### config.mk
export PLATFORM = sky130hd
export DESIGN_NAME = icb_banked_ic
export DESIGN_NICKNAME = d
export VERILOG_FILES = /design/src/rtl/icb_pkg.sv /design/src/rtl/icb_en_bank.sv /design/src/rtl/icb_summary.sv /design/src/rtl/icb_fiq_sel.sv /design/src/rtl/icb_banked_ic.sv
export SDC_FILE = /design/constraint.sdc
export NUM_CORES = 1
export LEC_CHECK = 0
export CAP_MARGIN = 20
export CORE_MARGIN = 3
export CORE_UTILIZATION = 56
export CTS_CLUSTER_DIAMETER = 60
export DETAILED_ROUTE_END_ITERATION = 6
export GPL_ROUTABILITY_DRIVEN = 0
export PLACE_DENSITY = 0.93
export REMOVE_ABC_BUFFERS = 1
export SLEW_MARGIN = 10
export SYNTH_ARGS = -nofsm -noshare
export SYNTH_HDL_FRONTEND = slang
export SYNTH_SLANG_ARGS = --single-unit
### constraint.sdc
create_clock -name clk_i -period 5.3 [get_ports clk_i]
set_clock_uncertainty 0.2 [all_clocks]
set_input_delay 1.06 -clock clk_i [delete_from_list [all_inputs] [get_ports clk_i]]
set_output_delay 1.06 -clock clk_i [all_outputs]
set_load 0.05 [all_outputs]
### src/rtl/icb_pkg.sv
package icb_pkg;
  localparam int DW      = 32;
  localparam int AW      = 6;
  localparam int N_D     = 8;
  localparam int N_W     = 32;
  localparam int N_SC_A  = 5;
  localparam int N_SC_B  = 6;
  localparam int SUM_W   = N_D + 2 + N_SC_A + N_SC_B;
  localparam int N_SRC   = 2 * N_W + N_D;
  localparam int IDX_W   = 7;
  localparam int FIQ_EN_BIT = IDX_W;

  localparam logic [AW-1:0] A_SUM    = 6'h00;
  localparam logic [AW-1:0] A_PEND_A = 6'h04;
  localparam logic [AW-1:0] A_PEND_B = 6'h08;
  localparam logic [AW-1:0] A_FIQ    = 6'h0C;
  localparam logic [AW-1:0] A_SET_A  = 6'h10;
  localparam logic [AW-1:0] A_SET_B  = 6'h14;
  localparam logic [AW-1:0] A_SET_D  = 6'h18;
  localparam logic [AW-1:0] A_CLR_A  = 6'h1C;
  localparam logic [AW-1:0] A_CLR_B  = 6'h20;
  localparam logic [AW-1:0] A_CLR_D  = 6'h24;

  function automatic int sc_a_idx(input int k);
    case (k)
      0: return 7;
      1: return 9;
      2: return 10;
      3: return 18;
      default: return 19;
    endcase
  endfunction

  function automatic int sc_b_idx(input int k);
    case (k)
      0: return 21;
      1: return 22;
      2: return 23;
      3: return 24;
      4: return 25;
      default: return 30;
    endcase
  endfunction

  function automatic logic [N_W-1:0] sc_a_mask();
    logic [N_W-1:0] m = '0;
    for (int k = 0; k < N_SC_A; k++) m[sc_a_idx(k)] = 1'b1;
    return m;
  endfunction

  function automatic logic [N_W-1:0] sc_b_mask();
    logic [N_W-1:0] m = '0;
    for (int k = 0; k < N_SC_B; k++) m[sc_b_idx(k)] = 1'b1;
    return m;
  endfunction
endpackage

### src/rtl/icb_en_bank.sv
module icb_en_bank #(
  parameter int W = 32
) (
  input  logic         clk_i,
  input  logic         rst_ni,
  input  logic         set_we_i,
  input  logic         clr_we_i,
  input  logic [W-1:0] wdata_i,
  input  logic [W-1:0] src_i,
  output logic [W-1:0] en_o,
  output logic [W-1:0] pend_o
);
  logic [W-1:0] en_q, pend_q;

  always_ff @(posedge clk_i or negedge rst_ni) begin
    if (!rst_ni) begin
      en_q   <= '0;
      pend_q <= '0;
    end else begin
      if (set_we_i)      en_q <= en_q | wdata_i;
      else if (clr_we_i) en_q <= en_q & ~wdata_i;
      pend_q <= src_i & en_q;
    end
  end

  assign en_o   = en_q;
  assign pend_o = pend_q;

  // nothing pends unless it was enabled the cycle before
  p_pend_masked_r3: assert property (@(posedge clk_i) disable iff (!rst_ni)
    1'b1 |=> ((pend_q & ~$past(en_q)) == '0));
endmodule

### src/rtl/icb_summary.sv
module icb_summary
  import icb_pkg::*;
(
  input  logic             clk_i,
  input  logic             rst_ni,
  input  logic [N_D-1:0]   pend_d_i,
  input  logic [N_W-1:0]   pend_a_i,
  input  logic [N_W-1:0]   pend_b_i,
  output logic [SUM_W-1:0] sum_o
);
  localparam logic [N_W-1:0] SC_A_M = sc_a_mask();
  localparam logic [N_W-1:0] SC_B_M = sc_b_mask();
  localparam int CASC_A = N_D;
  localparam int CASC_B = N_D + 1;
  localparam int SC_A_BASE = N_D + 2;
  localparam int SC_B_BASE = SC_A_BASE + N_SC_A;

  assign sum_o[N_D-1:0] = pend_d_i;
  assign sum_o[CASC_A]  = |(pend_a_i & ~SC_A_M);
  assign sum_o[CASC_B]  = |(pend_b_i & ~SC_B_M);

  for (genvar k = 0; k < N_SC_A; k++) begin : g_sc_a
    assign sum_o[SC_A_BASE+k] = pend_a_i[sc_a_idx(k)];
  end
  for (genvar k = 0; k < N_SC_B; k++) begin : g_sc_b
    assign sum_o[SC_B_BASE+k] = pend_b_i[sc_b_idx(k)];
  end

  // a shortcut flag implies a pending source in its home group
  p_sc_home_r6: assert property (@(posedge clk_i) disable iff (!rst_ni)
    (sum_o[SC_B_BASE-1:SC_A_BASE] != '0) |-> (pend_a_i != '0));
  // a cascade flag implies its group has a pending source
  p_cascade_src_r5: assert property (@(posedge clk_i) disable iff (!rst_ni)
    sum_o[CASC_B] |-> (pend_b_i != '0));
endmodule

### src/rtl/icb_fiq_sel.sv
module icb_fiq_sel
  import icb_pkg::*;
(
  input  logic             clk_i,
  input  logic             rst_ni,
  input  logic [IDX_W:0]   ctl_i,
  input  logic [N_SRC-1:0] src_i,
  output logic             fiq_o
);
  localparam int PAD_W = 2 ** IDX_W;
  logic [PAD_W-1:0] src_pad;
  logic             fiq_q;

  assign src_pad = {{(PAD_W-N_SRC){1'b0}}, src_i};

  always_ff @(posedge clk_i or negedge rst_ni) begin
    if (!rst_ni) fiq_q <= 1'b0;
    else         fiq_q <= ctl_i[FIQ_EN_BIT] & src_pad[ctl_i[IDX_W-1:0]];
  end

  assign fiq_o = fiq_q;

  // disabled fast path stays quiet next cycle
  p_fiq_off_r9: assert property (@(posedge clk_i) disable iff (!rst_ni)
    !ctl_i[FIQ_EN_BIT] |=> !fiq_o);
  // out-of-range index never fires
  p_fiq_oob_r11: assert property (@(posedge clk_i) disable iff (!rst_ni)
    (int'(ctl_i[IDX_W-1:0]) >= N_SRC) |=> !fiq_o);
endmodule

### src/rtl/icb_banked_ic.sv
module icb_banked_ic
  import icb_pkg::*;
(
  input  logic          clk_i,
  input  logic          rst_ni,
  input  logic [7:0]    src_d_i,
  input  logic [31:0]   src_a_i,
  input  logic [31:0]   src_b_i,
  input  logic          wr_i,
  input  logic [5:0]    addr_i,
  input  logic [31:0]   wdata_i,
  output logic [31:0]   rdata_o,
  output logic          irq_o,
  output logic          fiq_o
);
  logic [N_D-1:0]   en_d, pend_d;
  logic [N_W-1:0]   en_a, pend_a, en_b, pend_b;
  logic [SUM_W-1:0] sum;
  logic [IDX_W:0]   fiq_ctl_q;

  icb_en_bank #(.W(N_D)) u_bank_d (
    .clk_i, .rst_ni,
    .set_we_i (wr_i && addr_i == A_SET_D),
    .clr_we_i (wr_i && addr_i == A_CLR_D),
    .wdata_i  (wdata_i[N_D-1:0]),
    .src_i    (src_d_i),
    .en_o     (en_d),
    .pend_o   (pend_d)
  );

  icb_en_bank #(.W(N_W)) u_bank_a (
    .clk_i, .rst_ni,
    .set_we_i (wr_i && addr_i == A_SET_A),
    .clr_we_i (wr_i && addr_i == A_CLR_A),
    .wdata_i  (wdata_i),
    .src_i    (src_a_i),
    .en_o     (en_a),
    .pend_o   (pend_a)
  );

  icb_en_bank #(.W(N_W)) u_bank_b (
    .clk_i, .rst_ni,
    .set_we_i (wr_i && addr_i == A_SET_B),
    .clr_we_i (wr_i && addr_i == A_CLR_B),
    .wdata_i  (wdata_i),
    .src_i    (src_b_i),
    .en_o     (en_b),
    .pend_o   (pend_b)
  );

  icb_summary u_sum (
    .clk_i, .rst_ni,
    .pend_d_i (pend_d),
    .pend_a_i (pend_a),
    .pend_b_i (pend_b),
    .sum_o    (sum)
  );

  always_ff @(posedge clk_i or negedge rst_ni) begin
    if (!rst_ni)                      fiq_ctl_q <= '0;
    else if (wr_i && addr_i == A_FIQ) fiq_ctl_q <= wdata_i[IDX_W:0];
  end

  // index order: group A, group B, direct
  icb_fiq_sel u_fiq (
    .clk_i, .rst_ni,
    .ctl_i (fiq_ctl_q),
    .src_i ({src_d_i, src_b_i, src_a_i}),
    .fiq_o (fiq_o)
  );

  assign irq_o = |sum;

  always_comb begin
    rdata_o = '0;
    case (addr_i)
      A_SUM:             rdata_o[SUM_W-1:0] = sum;
      A_PEND_A:          rdata_o = pend_a;
      A_PEND_B:          rdata_o = pend_b;
      A_FIQ:             rdata_o[IDX_W:0] = fiq_ctl_q;
      A_SET_A, A_CLR_A:  rdata_o = en_a;
      A_SET_B, A_CLR_B:  rdata_o = en_b;
      A_SET_D, A_CLR_D:  rdata_o[N_D-1:0] = en_d;
      default:           rdata_o = '0;
    endcase
  end

  // no enables for a cycle means no request
  p_irq_no_en_r8: assert property (@(posedge clk_i) disable iff (!rst_ni)
    (en_d == '0 && en_a == '0 && en_b == '0) |=> !irq_o);
  // control register upper bits read zero
  p_ctl_upper_r9: assert property (@(posedge clk_i) disable iff (!rst_ni)
    (addr_i == A_FIQ) |-> (rdata_o[31:8] == '0));
  // reset leaves all enables clear
  p_reset_clear_r1: assert property (@(posedge clk_i) disable iff (!rst_ni)
    $rose(rst_ni) |-> (en_d == '0 && en_a == '0 && en_b == '0));
endmodule

# --- Word-level counts from Yosys, hierarchy flattened ---
# Index checks and enable logic that the tools add are counted.
# Widths: inputs -> output; s select.
word_totals:
  inputBits: 113
  out_inout_bits: 34
  ff_bits: 153
  word_cells: 58
classes:
  n_eq_ne: 9
  n_mux: 11
  bitwise_logic: 12
  order_cmp: 1
  reduce_logical: 17
ops:
  columns: ["operator", "count"]
  rows:
  - ["$and 32x32->32", 4]
  - ["$mux 32", 4]
  - ["$reduce_or 72->1", 1]
  - ["$pmux 13 s5", 1]
  - ["$or 32x32->32", 2]
  - ["$pmux 8 s7", 1]
  - ["$pmux 11 s4", 1]
  - ["$not 32->32", 1]
  - ["$reduce_or 27->1", 1]
  - ["$reduce_or 26->1", 1]
  - ["$eq 6x5->1 const B", 4]
  - ["$and 8x8->8", 2]
  - ["$mux 8", 2]
  - ["$eq 6x4->1 const B", 2]
  - ["$eq 6x6->1 const B", 2]
  - ["$lt 7x8->1 const B", 1]
  - ["$not 8->8", 1]
  - ["$or 8x8->8", 1]
  - ["$bmux 1 s7", 1]
  - ["$logic_and 1x1->1", 7]
  - ["$eq 6x3->1 const B", 1]
  - ["$logic_not 6->1", 1]
  - ["$reduce_bool 2->1", 3]
  - ["$reduce_or 2->1", 3]
  - ["2 further kinds", 2]

# --- Longest topological paths before layout ---
logic_depth:
  ltp_word: 4
  depth_mapped: 8
  mapped_depth_nobuf: 5

# --- By module ---
# From an unflattened synthesis, not the netlist that was laid out.
hier_totals:
  hier_cells: 663
  hier_area_um2: 7623.6
modules_own_cells:
  columns: ["mod", "n_inst", "seq_area_each_um2", "cells_each", "area_per_inst_um2"]
  rows:
  - ["icb_en_bank (u_bank_a ...)", 2, 1601.5, 166, 2250.9]
  - ["icb_banked_ic", 1, 200.2, 203, 1559.0]
  - ["icb_fiq_sel", 1, 25.0, 49, 732.0]
  - ["icb_en_bank (u_bank_d)", 1, 400.4, 42, 569.3]
  - ["icb_summary", 1, 0.0, 37, 261.5]

# --- Worst setup path after synthesis ---
# OpenSTA, ideal clock, no wires.
synth_path:
  kind: "input -> output"
  from: "in addr_i[2]"
  to: "out rdata_o[5]"
  path_buffers: 2
  t_required_ns: 4.040
  t_arrival_ns: 2.861
  stages: 6
  path_slack_ns: 1.179
  path_cell_list: "buf_2 > or4_4 > nor3_2 > buf_2 > a22oi_1 > nand3_1"
synth_via:
  elab_chain_cells: 3
  elab_cells_between_ends: 14
  classes_between: "eq/ne (9); mux (1); reduce/logical (4)"
synth_lines:
  columns: ["element", "line", "source"]
  rows:
  - ["from (decl)", "icb_banked_ic.sv:10", "input logic [5:0] addr_i,"]
  - ["$eq 6x5->1 / $eq 6x6->1 (equally long branches)", "icb_banked_ic.sv:76", "case (addr_i)"]
  - ["$reduce_or 2->1", "icb_banked_ic.sv:76", null]
  - ["$pmux 8 s7 *", "icb_banked_ic.sv:76", null]
  - ["to (decl)", "icb_banked_ic.sv:12", "output logic [31:0] rdata_o,"]
# Every way passes the cells marked *; elsewhere a longest branch is shown, timed or not.

# --- Worst setup path in the final report ---
layout_path:
  from: "in addr_i[2]"
  to: "out rdata_o[16]"
layout_via:
  elab_chain_cells: 3
  elab_cells_between_ends: 10
  classes_between: "eq/ne (6); mux (1); reduce/logical (3)"
layout_lines:
  columns: ["element", "line"]
  rows:
  - ["$eq 6x5->1 / $eq 6x6->1 (equally long branches)", "icb_banked_ic.sv:76"]
  - ["$reduce_or 2->1", "icb_banked_ic.sv:76"]
  - ["$pmux 13 s5 *", "icb_banked_ic.sv:76"]
# Marked as above.

==> impl_metrics.json <==
{
  "drtIter0Drc": 1110,
  "vias_per_cell": 6.96,
  "crit_required_ns": 4.04,
  "min_period_ns": 4.72,
  "power_density_mw_per_mm2": 291,
  "antenna_found_initial": 0,
  "reg2regPathDepth": 5,
  "cp_slowest_cell": "a222oi_1",
  "hold_slack_ns": 0.312,
  "initial_core_util_pct": 57.6,
  "clk_pin_slew_worst_paths_ns": 0.06,
  "min_period_over_period_pct": 89.0,
  "status": "finished, violations left",
  "num_rows": 41,
  "io_buffers": 146,
  "grt.total_usage_pct": 36.7,
  "via_count": 6675,
  "yosysWarnings": 0,
  "setup.worst_path.class": "primary input to primary output",
  "critPathMaxStageDelay_ns": 0.61,
  "r2r-end": "u_fiq.fiq_o$_DFF_PN0_",
  "syn_area_sq_mm": 0.00729,
  "cts_resized": 0,
  "relSlewSlack_pct": 26.7,
  "drive_gt1_share_pct": 18.2,
  "cts_tree": "done",
  "cap_violations": 0,
  "cts-root-buf": "clkbuf_16",
  "grt_pass1_wl_mm": 39.3,
  "worstPathArrival_ns": 3.46,
  "cts_max_level": 4,
  "drt-pass1-iter-count": 7,
  "crit_path_cell_trace": "clkdlybuf4s50_1, buf_4, xor2_1, nor4_4, buf_4, a222oi_1, nand2_1, buf_12",
  "violations": "design-rule violations",
  "diodes": 0,
  "tightest_slew_ns": 1.10,
  "max_freq_mhz": 212,
  "tns_ns": 0,
  "final_nets": 888,
  "cp_top_family": "buffers and inverters",
  "die_x_microns": 120,
  "worstReg2RegStart": "fiq_ctl_q[1]$_DFFE_PN0P_",
  "setup_viol": 0,
  "critPathLaunchType": "primary input",
  "p_leak_nw": 4.39,
  "p_total_w": 0.00284,
  "min_to": "u_bank_a.pend_o[3]$_DFF_PN0_",
  "cts_setup_buffers": 0,
  "final_max_slew_viol_count": 0,
  "die-height_microns": 120,
  "finalHoldViolCount": 0,
  "grt_max_degree": 118,
  "cts_hold_buf": 0,
  "drt-total-wl_mm": 25.8,
  "crit_path_frequent_cell": "buf_4",
  "overflow": 0,
  "hpwl_mm": 16.8,
  "rsz0062_at_grt": "no",
  "cp-end-kind": "primary output",
  "wl_per_cell_microns": 26.9,
  "ys_types": 38,
  "fill_cells": 694,
  "hp-class": "register to register",
  "grt_pass1_vias": 6804,
  "clk_latency_ns": 0.43,
  "drc": 4,
  "ys_seq_area_share_pct": 52.5,
  "min_delay_path_depth": 1,
  "cp_max_fo": 33,
  "syn_area_per_cell_sq_um": 11.5,
  "coreArea_sq_mm": 0.0127,
  "cts.sinks": 153,
  "reg2reg_setup_slack_ns": 2.79,
  "numCtsBuffers": 17,
  "ant_nets": 0,
  "crit_buf_inv": 4,
  "dieArea_sq_mm": 0.0144,
  "io_pins": 147,
  "syn_to_final_growth_pct": 34.2,
  "cts_buffer_depth": 2,
  "synth_cells": 632,
  "ir_drop_v": 0.000232,
  "ys_ff_latch": 153
}
-- placed cells by master, fill, tap and decap left out, types with 13 or more instances in the layout --
cell / Yosys / routed
dfrtp_1: 153 / 153
nor2_1: 18 / 16
mux2_2: 40 / 40
a222oi_1: 24 / 24
and2_1: 75 / 75
nand2_1: 113 / 113
mux2i_1: 16 / 16
nor4_1: 19 / 19
a22o_1: 32 / 32
nand3_1: 15 / 15
buf_4: 1 / 13
clkdlybuf4s50_1: 0 / 113
mux4_2: 18 / 18
buf_12: 0 / 33
clkbuf_16: 0 / 17
a22oi_1: 27 / 27
-- layout make-up --
| cell class | instances | area [sq um] | area share (%) |
|---|---|---|---|
| sequential | 153 | 3830 | 39.1 |
| multi-input combinational | 441 | 3290 | 33.6 |
| timing repair buffer | 160 | 1900 | 19.4 |
| clock buffer | 23 | 498 | 5.09 |
| tap | 172 | 215 | 2.20 |
| clock inverter | 8 | 45.0 | 0.460 |
| inverter | 2 | 7.51 | 0.0767 |
-- per-stage QoR --
| stage | std cells | cell area (sq um) | setup WS [ns] | utilization (%) |
|---|---|---|---|---|
| after global placement | 928 | 9240 | 0.745 | 72.9 |
| after global routing | 959 | 9780 | 0.448 | 77.2 |
| after CTS | 959 | 9780 | 0.664 | 77.2 |
| after floorplan | 596 | 7110 | 0.781 | - |
| after detailed placement | 928 | 9240 | 0.673 | 72.9 |
| final | 959 | 9780 | 0.581 | 77.2 |
-- synthesized netlist by cell type (all sizes together) --
| master | number | share of area (%) |
|---|---|---|
| nand2 | 113 | 5.8 |
| clkbuf | 16 | 0.84 |
| a222oi | 24 | 3.3 |
| nor2b | 1 | 0.086 |
| dfrtp | 153 | 52 |
| xor2 | 1 | 0.12 |
| o2111ai | 2 | 0.24 |
| mux2 | 49 | 7.6 |
| inv | 2 | 0.10 |
| nand4 | 3 | 0.26 |
| nor3b | 1 | 0.10 |
| o22ai | 1 | 0.27 |
| nand3 | 15 | 1.0 |
| o211ai | 4 | 0.41 |
| nand3b | 1 | 0.10 |
| mux2i | 16 | 2.2 |
| buf | 20 | 1.6 |
| a22o | 32 | 3.8 |
| a22oi | 27 | 2.8 |
| nor3 | 3 | 0.34 |
| mux4 | 18 | 5.6 |
| nor4 | 20 | 1.9 |
| a21oi | 8 | 0.55 |
| or4b | 1 | 0.19 |
| nor4b | 1 | 0.12 |
| nand2b | 3 | 0.26 |
| and2 | 75 | 6.4 |
| nor2 | 18 | 0.93 |
| or4 | 1 | 0.15 |
| nor4bb | 2 | 0.27 |
| o21a | 1 | 0.10 |
-- how the worst max path moves through the flow --
| stage | start | to | slack [ns] | cells past startpoint |
|---|---|---|---|---|
| final | addr_i[2] | rdata_o[16] | 0.58 | 8 |
| after global routing | addr_i[4] | rdata_o[30] | 0.45 | 8 |
| after CTS | addr_i[4] | rdata_o[22] | 0.66 | 8 |
| after detailed placement | addr_i[4] | rdata_o[30] | 0.67 | 8 |
| after global placement | addr_i[5] | rdata_o[30] | 0.74 | 8 |
| after floorplan | addr_i[3] | rdata_o[8] | 0.78 | 4 |
-- per-layer routing --
layer | vias to the layer above | wire length, microns | track usage, %
met5 | - | 0 | 0
met4 | 0 | 1810 | 22.8
met3 | 162 | 3030 | 9.24
met2 | 633 | 12400 | 59.2
met1 | 3266 | 8550 | 44.3
li1 | 2614 | - | -
-- cells by family after synthesis --
| logic type | after synthesis | synth area share, % |
|---|---|---|
| multiplexers | 83 | 15.3 |
| XOR/XNOR | 1 | 0.120 |
| AND/OR/NAND/NOR | 258 | 18.0 |
| buffers and inverters | 38 | 2.56 |
| AO/OA/AOI/OAI | 99 | 11.5 |
| flip-flops | 153 | 52.5 |
-- power by group --
group          internal, W  total [W]  switching, W
logic             0.000209   0.000411      0.000201
clock network     0.000652    0.00112      0.000469
registers          0.00123    0.00131     0.0000781
total              0.00209    0.00284      0.000749
Note: power is estimated with default switching activity, not from simulation.
